File: src/rtl/msi_pkg.sv
// Package: shared widths and the queued event type.
// Assumes the line index width covers every implemented line.
package msi_pkg;
    localparam int DATA_W = 32;
    localparam int IDX_W  = 4;

    typedef struct packed {
        logic [IDX_W-1:0]  idx;
        logic [DATA_W-1:0] data;
    } irq_event_t;
endpackage

File: src/rtl/msi_bus_front.sv
// Bus front end: takes transfers when not stalled, acknowledges each one a
// cycle later, and turns in-range writes into queue pushes.
// Assumes LINES <= 2**IDX_W so the low offset bits form the line index.
module msi_bus_front #(
    parameter int ADR_W = 8,
    parameter int LINES = 12
) (
    input  logic                      clk,
    input  logic                      rst_n,
    input  logic                      wb_cyc,
    input  logic                      wb_stb,
    input  logic                      wb_we,
    input  logic [ADR_W-1:0]          wb_adr,
    input  logic [msi_pkg::DATA_W-1:0] wb_dat_w,
    input  logic                      q_full,
    output logic                      wb_ack,
    output logic                      wb_stall,
    output logic                      push,
    output msi_pkg::irq_event_t       push_evt
);
    import msi_pkg::*;

    localparam logic [ADR_W-1:0] LINES_A = ADR_W'(LINES);

    logic accept;
    logic in_range;

    // Stall purely reflects a full queue.
    always_comb wb_stall = q_full;

    // Acceptance and decode of the write offset.
    always_comb begin
        accept       = wb_cyc && wb_stb && !q_full;
        in_range     = (wb_adr < LINES_A);
        push         = accept && wb_we && in_range;
        push_evt.idx  = wb_adr[IDX_W-1:0];
        push_evt.data = wb_dat_w;
    end

    // Acknowledge register: one pulse per accepted transfer.
    always_ff @(posedge clk) begin
        if (!rst_n) wb_ack <= 1'b0;
        else        wb_ack <= accept;
    end

    assert_ack_follows_R1: assert property (@(posedge clk) disable iff (!rst_n)
        (wb_cyc && wb_stb && !wb_stall) |=> wb_ack);
    assert_ack_needs_accept_R1: assert property (@(posedge clk) disable iff (!rst_n)
        wb_ack |-> $past(wb_cyc && wb_stb && !wb_stall));
    assert_stall_blocks_push_R7: assert property (@(posedge clk) disable iff (!rst_n)
        wb_stall |-> !push);
endmodule

File: src/rtl/msi_event_fifo.sv
// Event queue: ring buffer of DEPTH events with occupancy count.
// Assumes DEPTH is a power of two and that push never arrives while full.
module msi_event_fifo #(
    parameter int DEPTH = 8
) (
    input  logic                clk,
    input  logic                rst_n,
    input  logic                push,
    input  msi_pkg::irq_event_t push_evt,
    input  logic                pop,
    output logic                full,
    output logic                valid,
    output msi_pkg::irq_event_t head_evt
);
    import msi_pkg::*;

    localparam int PTR_W = (DEPTH > 1) ? $clog2(DEPTH) : 1;
    localparam int CNT_W = PTR_W + 1;
    localparam logic [CNT_W-1:0] DEPTH_C = CNT_W'(DEPTH);

    irq_event_t       slots [DEPTH];
    logic [PTR_W-1:0] wr_ptr;
    logic [PTR_W-1:0] rd_ptr;
    logic [CNT_W-1:0] count;
    logic             do_pop;

    // Status flags and effective pop.
    always_comb begin
        valid    = (count != '0);
        full     = (count == DEPTH_C);
        do_pop   = pop && valid;
        head_evt = slots[rd_ptr];
    end

    // Slot storage: written at the write pointer on push.
    always_ff @(posedge clk) begin
        if (push) slots[wr_ptr] <= push_evt;
    end

    // Pointer and occupancy bookkeeping.
    always_ff @(posedge clk) begin
        if (!rst_n) begin
            wr_ptr <= '0;
            rd_ptr <= '0;
            count  <= '0;
        end else begin
            if (push)   wr_ptr <= wr_ptr + 1'b1;
            if (do_pop) rd_ptr <= rd_ptr + 1'b1;
            case ({push, do_pop})
                2'b10:   count <= count + 1'b1;
                2'b01:   count <= count - 1'b1;
                default: count <= count;
            endcase
        end
    end

    assert_no_overflow_R7: assert property (@(posedge clk) disable iff (!rst_n)
        full |-> !push);
    assert_count_bound_R7: assert property (@(posedge clk) disable iff (!rst_n)
        count <= DEPTH_C);
    assert_pushpop_hold_R6: assert property (@(posedge clk) disable iff (!rst_n)
        (push && pop && valid) |=> $stable(count));
    assert_empty_pop_noop_R5: assert property (@(posedge clk) disable iff (!rst_n)
        (pop && !valid && !push) |=> !valid);
endmodule

File: src/rtl/msi_line_drive.sv
// Line driver: decodes the head event's index into one-hot interrupt lines.
// Assumes the index is only meaningful while the queue is non-empty.
module msi_line_drive #(
    parameter int LINES = 12
) (
    input  logic                         valid,
    input  logic [msi_pkg::IDX_W-1:0]    idx,
    output logic [LINES-1:0]             irq_line
);
    import msi_pkg::*;

    // One comparator per implemented line.
    for (genvar g = 0; g < LINES; g++) begin : g_line
        localparam logic [IDX_W-1:0] MY_IDX = IDX_W'(g);
        always_comb irq_line[g] = valid && (idx == MY_IDX);
    end

    always_comb begin
        assert_lines_onehot_R3: assert ($onehot0(irq_line));
    end
endmodule

File: src/rtl/msi_irq_unit.sv
// Top: write-triggered interrupt receiver. Bus writes become queued events
// whose head drives a one-hot interrupt line until popped.
// Assumes the consumer pops only after servicing the head event.
module msi_irq_unit #(
    parameter int ADR_W = 8,
    parameter int LINES = 12,
    parameter int DEPTH = 8
) (
    input  logic                       clk,
    input  logic                       rst_n,
    input  logic                       wb_cyc,
    input  logic                       wb_stb,
    input  logic                       wb_we,
    input  logic [ADR_W-1:0]           wb_adr,
    input  logic [msi_pkg::DATA_W-1:0] wb_dat_w,
    output logic                       wb_ack,
    output logic                       wb_stall,
    input  logic                       pop,
    output logic                       head_valid,
    output logic [msi_pkg::DATA_W-1:0] head_data,
    output logic [LINES-1:0]           irq_line
);
    import msi_pkg::*;

    logic       q_full;
    logic       push;
    irq_event_t push_evt;
    irq_event_t head_evt;

    msi_bus_front #(.ADR_W(ADR_W), .LINES(LINES)) u_front (
        .clk      (clk),
        .rst_n    (rst_n),
        .wb_cyc   (wb_cyc),
        .wb_stb   (wb_stb),
        .wb_we    (wb_we),
        .wb_adr   (wb_adr),
        .wb_dat_w (wb_dat_w),
        .q_full   (q_full),
        .wb_ack   (wb_ack),
        .wb_stall (wb_stall),
        .push     (push),
        .push_evt (push_evt)
    );

    msi_event_fifo #(.DEPTH(DEPTH)) u_fifo (
        .clk      (clk),
        .rst_n    (rst_n),
        .push     (push),
        .push_evt (push_evt),
        .pop      (pop),
        .full     (q_full),
        .valid    (head_valid),
        .head_evt (head_evt)
    );

    msi_line_drive #(.LINES(LINES)) u_lines (
        .valid    (head_valid),
        .idx      (head_evt.idx),
        .irq_line (irq_line)
    );

    // Payload of the head event.
    always_comb head_data = head_evt.data;

    assert_line_tracks_valid_R3: assert property (@(posedge clk) disable iff (!rst_n)
        head_valid == (irq_line != '0));
    assert_reset_quiet_R10: assert property (@(posedge clk)
        !rst_n |=> (!head_valid && !wb_stall && !wb_ack));
endmodule

File: config.mk
export PLATFORM = sky130hd
export DESIGN_NAME = msi_irq_unit
export DESIGN_NICKNAME = d
export VERILOG_FILES = /design/src/rtl/msi_pkg.sv /design/src/rtl/msi_bus_front.sv /design/src/rtl/msi_event_fifo.sv /design/src/rtl/msi_line_drive.sv /design/src/rtl/msi_irq_unit.sv
export SDC_FILE = /design/constraint.sdc
export NUM_CORES = 1
export LEC_CHECK = 0
export CAP_MARGIN = 20
export CORE_AREA = 5 5 177 179
export DETAILED_ROUTE_END_ITERATION = 6
export DIE_AREA = 0 0 182 184
export PLACE_DENSITY_LB_ADDON = 0.25
export RECOVER_POWER = 25
export SLEW_MARGIN = 25
export SYNTH_ARGS = -nofsm -noshare
export SYNTH_HDL_FRONTEND = slang
export SYNTH_SLANG_ARGS = --single-unit
export TNS_END_PERCENT = 30
File: constraint.sdc
create_clock -name clk -period 6.2 [get_ports clk]
set_input_delay 0.62 -clock clk [delete_from_list [all_inputs] [get_ports clk]]
set_output_delay 0.62 -clock clk [all_outputs]
set_load 0.005 [all_outputs]
==> summary by stage <==
Worst setup path
The largest fanout on the critical path is 38. Grouping stages by cell kind, the critical path spends the most delay in buffers and inverters. The worst endpoint required time is 5.58 ns.

Data on the critical path arrives at its endpoint at 3.54 ns. The worst setup path is launched from a flip-flop. The critical path is of the reg -> out type. For this design, the slowest cell found on the critical path is sky130_fd_sc_hd__dfxtp_4. The critical path goes through buf_4, mux4_2, mux2_2, clkdlybuf4s50_1. The source of the worst register-to-register timing path is u_fifo.count[1]. On the worst path, the slowest cell contributes a delay of 0.83 ns.

STA classifies the critical path endpoint as a primary output. The number of buffers and inverters on the critical path is 2.

Clock tree
The clock tree buffer depth is 3. Post-CTS repair changed the size of 0 cells. The register clock-pin slew on the reported worst setup and hold paths is 0.06 ns. The number of clock buffers added by TritonCTS is 31. The number of setup buffers added after CTS is 0. The CTS tree is built. Clock tree synthesis selected as its root buffer the cell sky130_fd_sc_hd__clkbuf_16. The H-tree level count is 1.

The number of clock sinks is 302. The clock latency on the worst-skew pair is 0.54 ns. The total of hold buffers inserted after clock tree synthesis is 0.

Hold path
The worst hold path belongs to the class reg -> reg. In this run the most critical hold path is launched from u_fifo.rd_ptr[1].

STA
The smallest clock period supported by the final layout is computed as 4.165 ns. The relative max-transition margin is 47.79%. The transition at the pin with the smallest max-transition slack is 0.7832 ns. Setup repair after global routing left no endpoint under its margin.

The setup slack of the critical path after layout is 2.035 ns. The number of hold-slack violations in the final timing report is 0. Setup violations remaining at the end of the flow were counted as 0. The number of max-slew violations in the final report was 0.

After layout, the worst path uses 67.17% of the clock period. Timing would allow up to 240.1 MHz. The setup TNS is 0 ns.

The setup skew after layout is 0.01493 ns.

Pwr
The analysis attributes to net switching a power of 754.7 uW. The portion of total power attributed to combinational logic is 1.7%. Across the VDD grid, the largest voltage drop is 0.2051 mV.

The overall power after layout is 4106 uW. The clock network is responsible for 43.9% of the overall power. For this design the static power due to leakage is 0.004343 uW. Net switching is 18.38% of the power. The share of power burned in registers is 54.4%.

Power spread over the standard cell area amounts to 289.7 nW/um^2. Internal power comes to 3351 uW.

Placement
The final RePlAce weighted congestion is 0.7047. The count of buffers from port buffering is 92. Timing analysis after detailed placement gives a worst setup slack of 2.256 ns. Detailed placement ended at an HPWL of 13.64 mm.

Floorplan
Pin placement for this block handled 93 I/O pins. The initialized floorplan defines 63 standard-cell rows. The initial utilization of the core area, before any placement, comes to 39.56%. The die is 184 um tall. The floorplan die area is 33490 sq um.

The die is 182 um wide. The core region is 29400 sq um.

Yosys
The number of standard cells after synthesis is 537. The number of nets in the synthesized netlist is 588. During synthesis, Yosys emitted a total of 0 warnings. The total of flip-flops plus latches after synthesis is 302.

The sequential area share after synthesis is 76.76%. The cell area after synthesis is 11630 sq um. The mean instance size in the synthesized netlist is 21.66 sq um. Counting distinct cell types in the post-synthesis netlist gives 36.

Routing
The wire length after detailed routing is 22.42 mm. Once detail routing completed, the nets flagged for antenna violations numbered 0. The number of vias per cell is 5.147. The first-pass detailed-route iteration total is 5.

Dividing the detail-routed wire length by the instance count gives 21.15 um. The number of remaining DRC errors is 0. The detailed router placed 5456 vias in this run. The initial detailed-routing violation count is 294.

Global routing
The total global-route track usage is 13.47%. The first-pass GRT wire length is 35.29 mm. The pin count of the biggest net entering global routing is 47. The initial antenna violation count is 1. The number of global-route vias before repair is 5962. The final global-route overflow total is 0.

Final layout
After filler insertion, the fill cell instance count of the layout stands at 2388. 0 antenna diodes ended up in the layout. For this run, the share of the core covered by cells in the final layout is 48.20%. From synthesis to final layout, the design area changed by 21.85%. The register area is 8937 sq um. The post-route netlist has 25.67% of its cells at a drive strength greater than 1. The multi-input logic area is 2625 sq um. After the last flow step, the layout net total stands at 698.

Status
The run finished with clean final reports.

Run
The tool flagged a number of max-cap violations equal to 0.
==> power groups by stage <==
stage / combinational [uW] / sequential (uW) / clock (uW)
after floorplan: 14.4 / 2280 / 0
after global placement: 69.8 / 2280 / 0
after detailed placement: 73.5 / 2280 / 0
after CTS: 74.0 / 2230 / 1850
after global routing: 76.5 / 2230 / 1940
final: 69.7 / 2230 / 1800
==> worst reg2reg max path: stages (launching register included) <==
cell and delay [ns]:
sky130_fd_sc_hd__dfxtp_1 0.45, sky130_fd_sc_hd__nor4b_1 0.12, sky130_fd_sc_hd__or4b_1 0.68, sky130_fd_sc_hd__nand2b_1 0.38, sky130_fd_sc_hd__nor2_4 0.55, sky130_fd_sc_hd__buf_4 0.46
==> metrics by stage <==
stage	hold slack, ns	instances	instance area (sq um)
finish	0.4765	1060	14170
global route	0.5043	1060	14170
CTS	0.4748	1060	14170
detailed placement	0.4652	1004	13170
global placement	0.4540	999	13040
floorplan	0.4536	537	11630
==> cell families after synthesis <==
kind of cell    synth area share, %
fa+ha+maj                    0.5379
xor+xnor                     0.3765
mux                           17.37
flops                         76.76
compound gates                1.162
simple gates                  2.646
buf+inv                       1.140
==> state kept, by name, summed over array words and instances (netlist names), named ones only <==
signal,cells
u_fifo.rd_ptr,3
u_front.wb_ack,1
u_fifo.count,4
u_fifo.wr_ptr,3
u_fifo.slots,288
==> cell type report <==
cell class	count	area share (%)
clock buffers	42	6.048
well taps	390	3.443
multi-input cells	203	18.52
clock inverters	14	1.033
repair buffers	103	7.734
inverters	6	0.1589
flip-flops and latches	302	63.06
==> final timing paths <==
path | cells after the start | slack [ns] | end
worst max-delay path | 4 | 2.04 | head_data[22]
worst min-delay path | 2 | 0.48 | flip-flop
worst max register to register | 5 | 3.21 | u_fifo.slots[2][14]
worst min register to register | 2 | 0.48 | flip-flop
==> cells in the final DEF, fill, tap and decap left out, types with 4 or more instances in the layout <==
cell type                         count
sky130_fd_sc_hd__clkinv_2             5
sky130_fd_sc_hd__nor2_1              20
sky130_fd_sc_hd__clkinv_1             4
sky130_fd_sc_hd__nand3_1              5
sky130_fd_sc_hd__edfxtp_1           288
sky130_fd_sc_hd__nand2_1              7
sky130_fd_sc_hd__mux2_2              35
sky130_fd_sc_hd__a21oi_1              7
sky130_fd_sc_hd__buf_4                6
sky130_fd_sc_hd__mux4_2              70
sky130_fd_sc_hd__xor2_1               5
sky130_fd_sc_hd__mux2i_1              5
sky130_fd_sc_hd__clkbuf_1             7
sky130_fd_sc_hd__dlygate4sd3_1       23
sky130_fd_sc_hd__clkbuf_16           31
sky130_fd_sc_hd__clkdlybuf4s50_1     69
sky130_fd_sc_hd__dfxtp_1             11
sky130_fd_sc_hd__nand2b_1             4
sky130_fd_sc_hd__ha_1                 5
sky130_fd_sc_hd__nor2_4               6
sky130_fd_sc_hd__buf_16               4
sky130_fd_sc_hd__clkbuf_8             4
sky130_fd_sc_hd__inv_1                6
==> cells in the mapped netlist (all sizes together) <==
cell	number	area, sq um
nor3	4	20.02
o21ai	4	20.01
a31oi	3	18.77
or3	2	12.51
a21o	1	7.510
a21oi	7	35.03
xor2	5	43.79
o21a	1	7.510
or4b	2	20.02
or4	1	7.510
dfxtp	14	280.3
mux4	70	1577
nor3b	2	15.01
a22oi	1	7.510
nor2	26	97.59
nor4b	2	17.52
nand3	5	25.02
clkbuf	15	56.30
nand2	7	26.28
nor2b	2	12.51
o211ai	2	15.01
mux2	35	394.1
nand2b	4	25.02
or2	1	6.260
inv	6	22.52
o22a	1	8.760
edfxtp	288	8648
nor4bb	1	10.01
mux2i	5	50.05
a22o	1	8.760
buf	11	53.80
o22ai	1	6.260
ha	5	62.56
nand4	2	12.51
==> metal layers <==
metal / GRT usage, % / share of wire, % / wire, um / up-vias
li1: - / - / - / 2439
met1: 18.88 / 44 / 9805 / 2826
met2: 22.22 / 49 / 10940 / 155
met3: 2.731 / 5.8 / 1298 / 34
met4: 2.702 / 1.6 / 367 / 2
met5: 0 / 0.036 / 8 / -
Power figures use the tool's default switching activity.
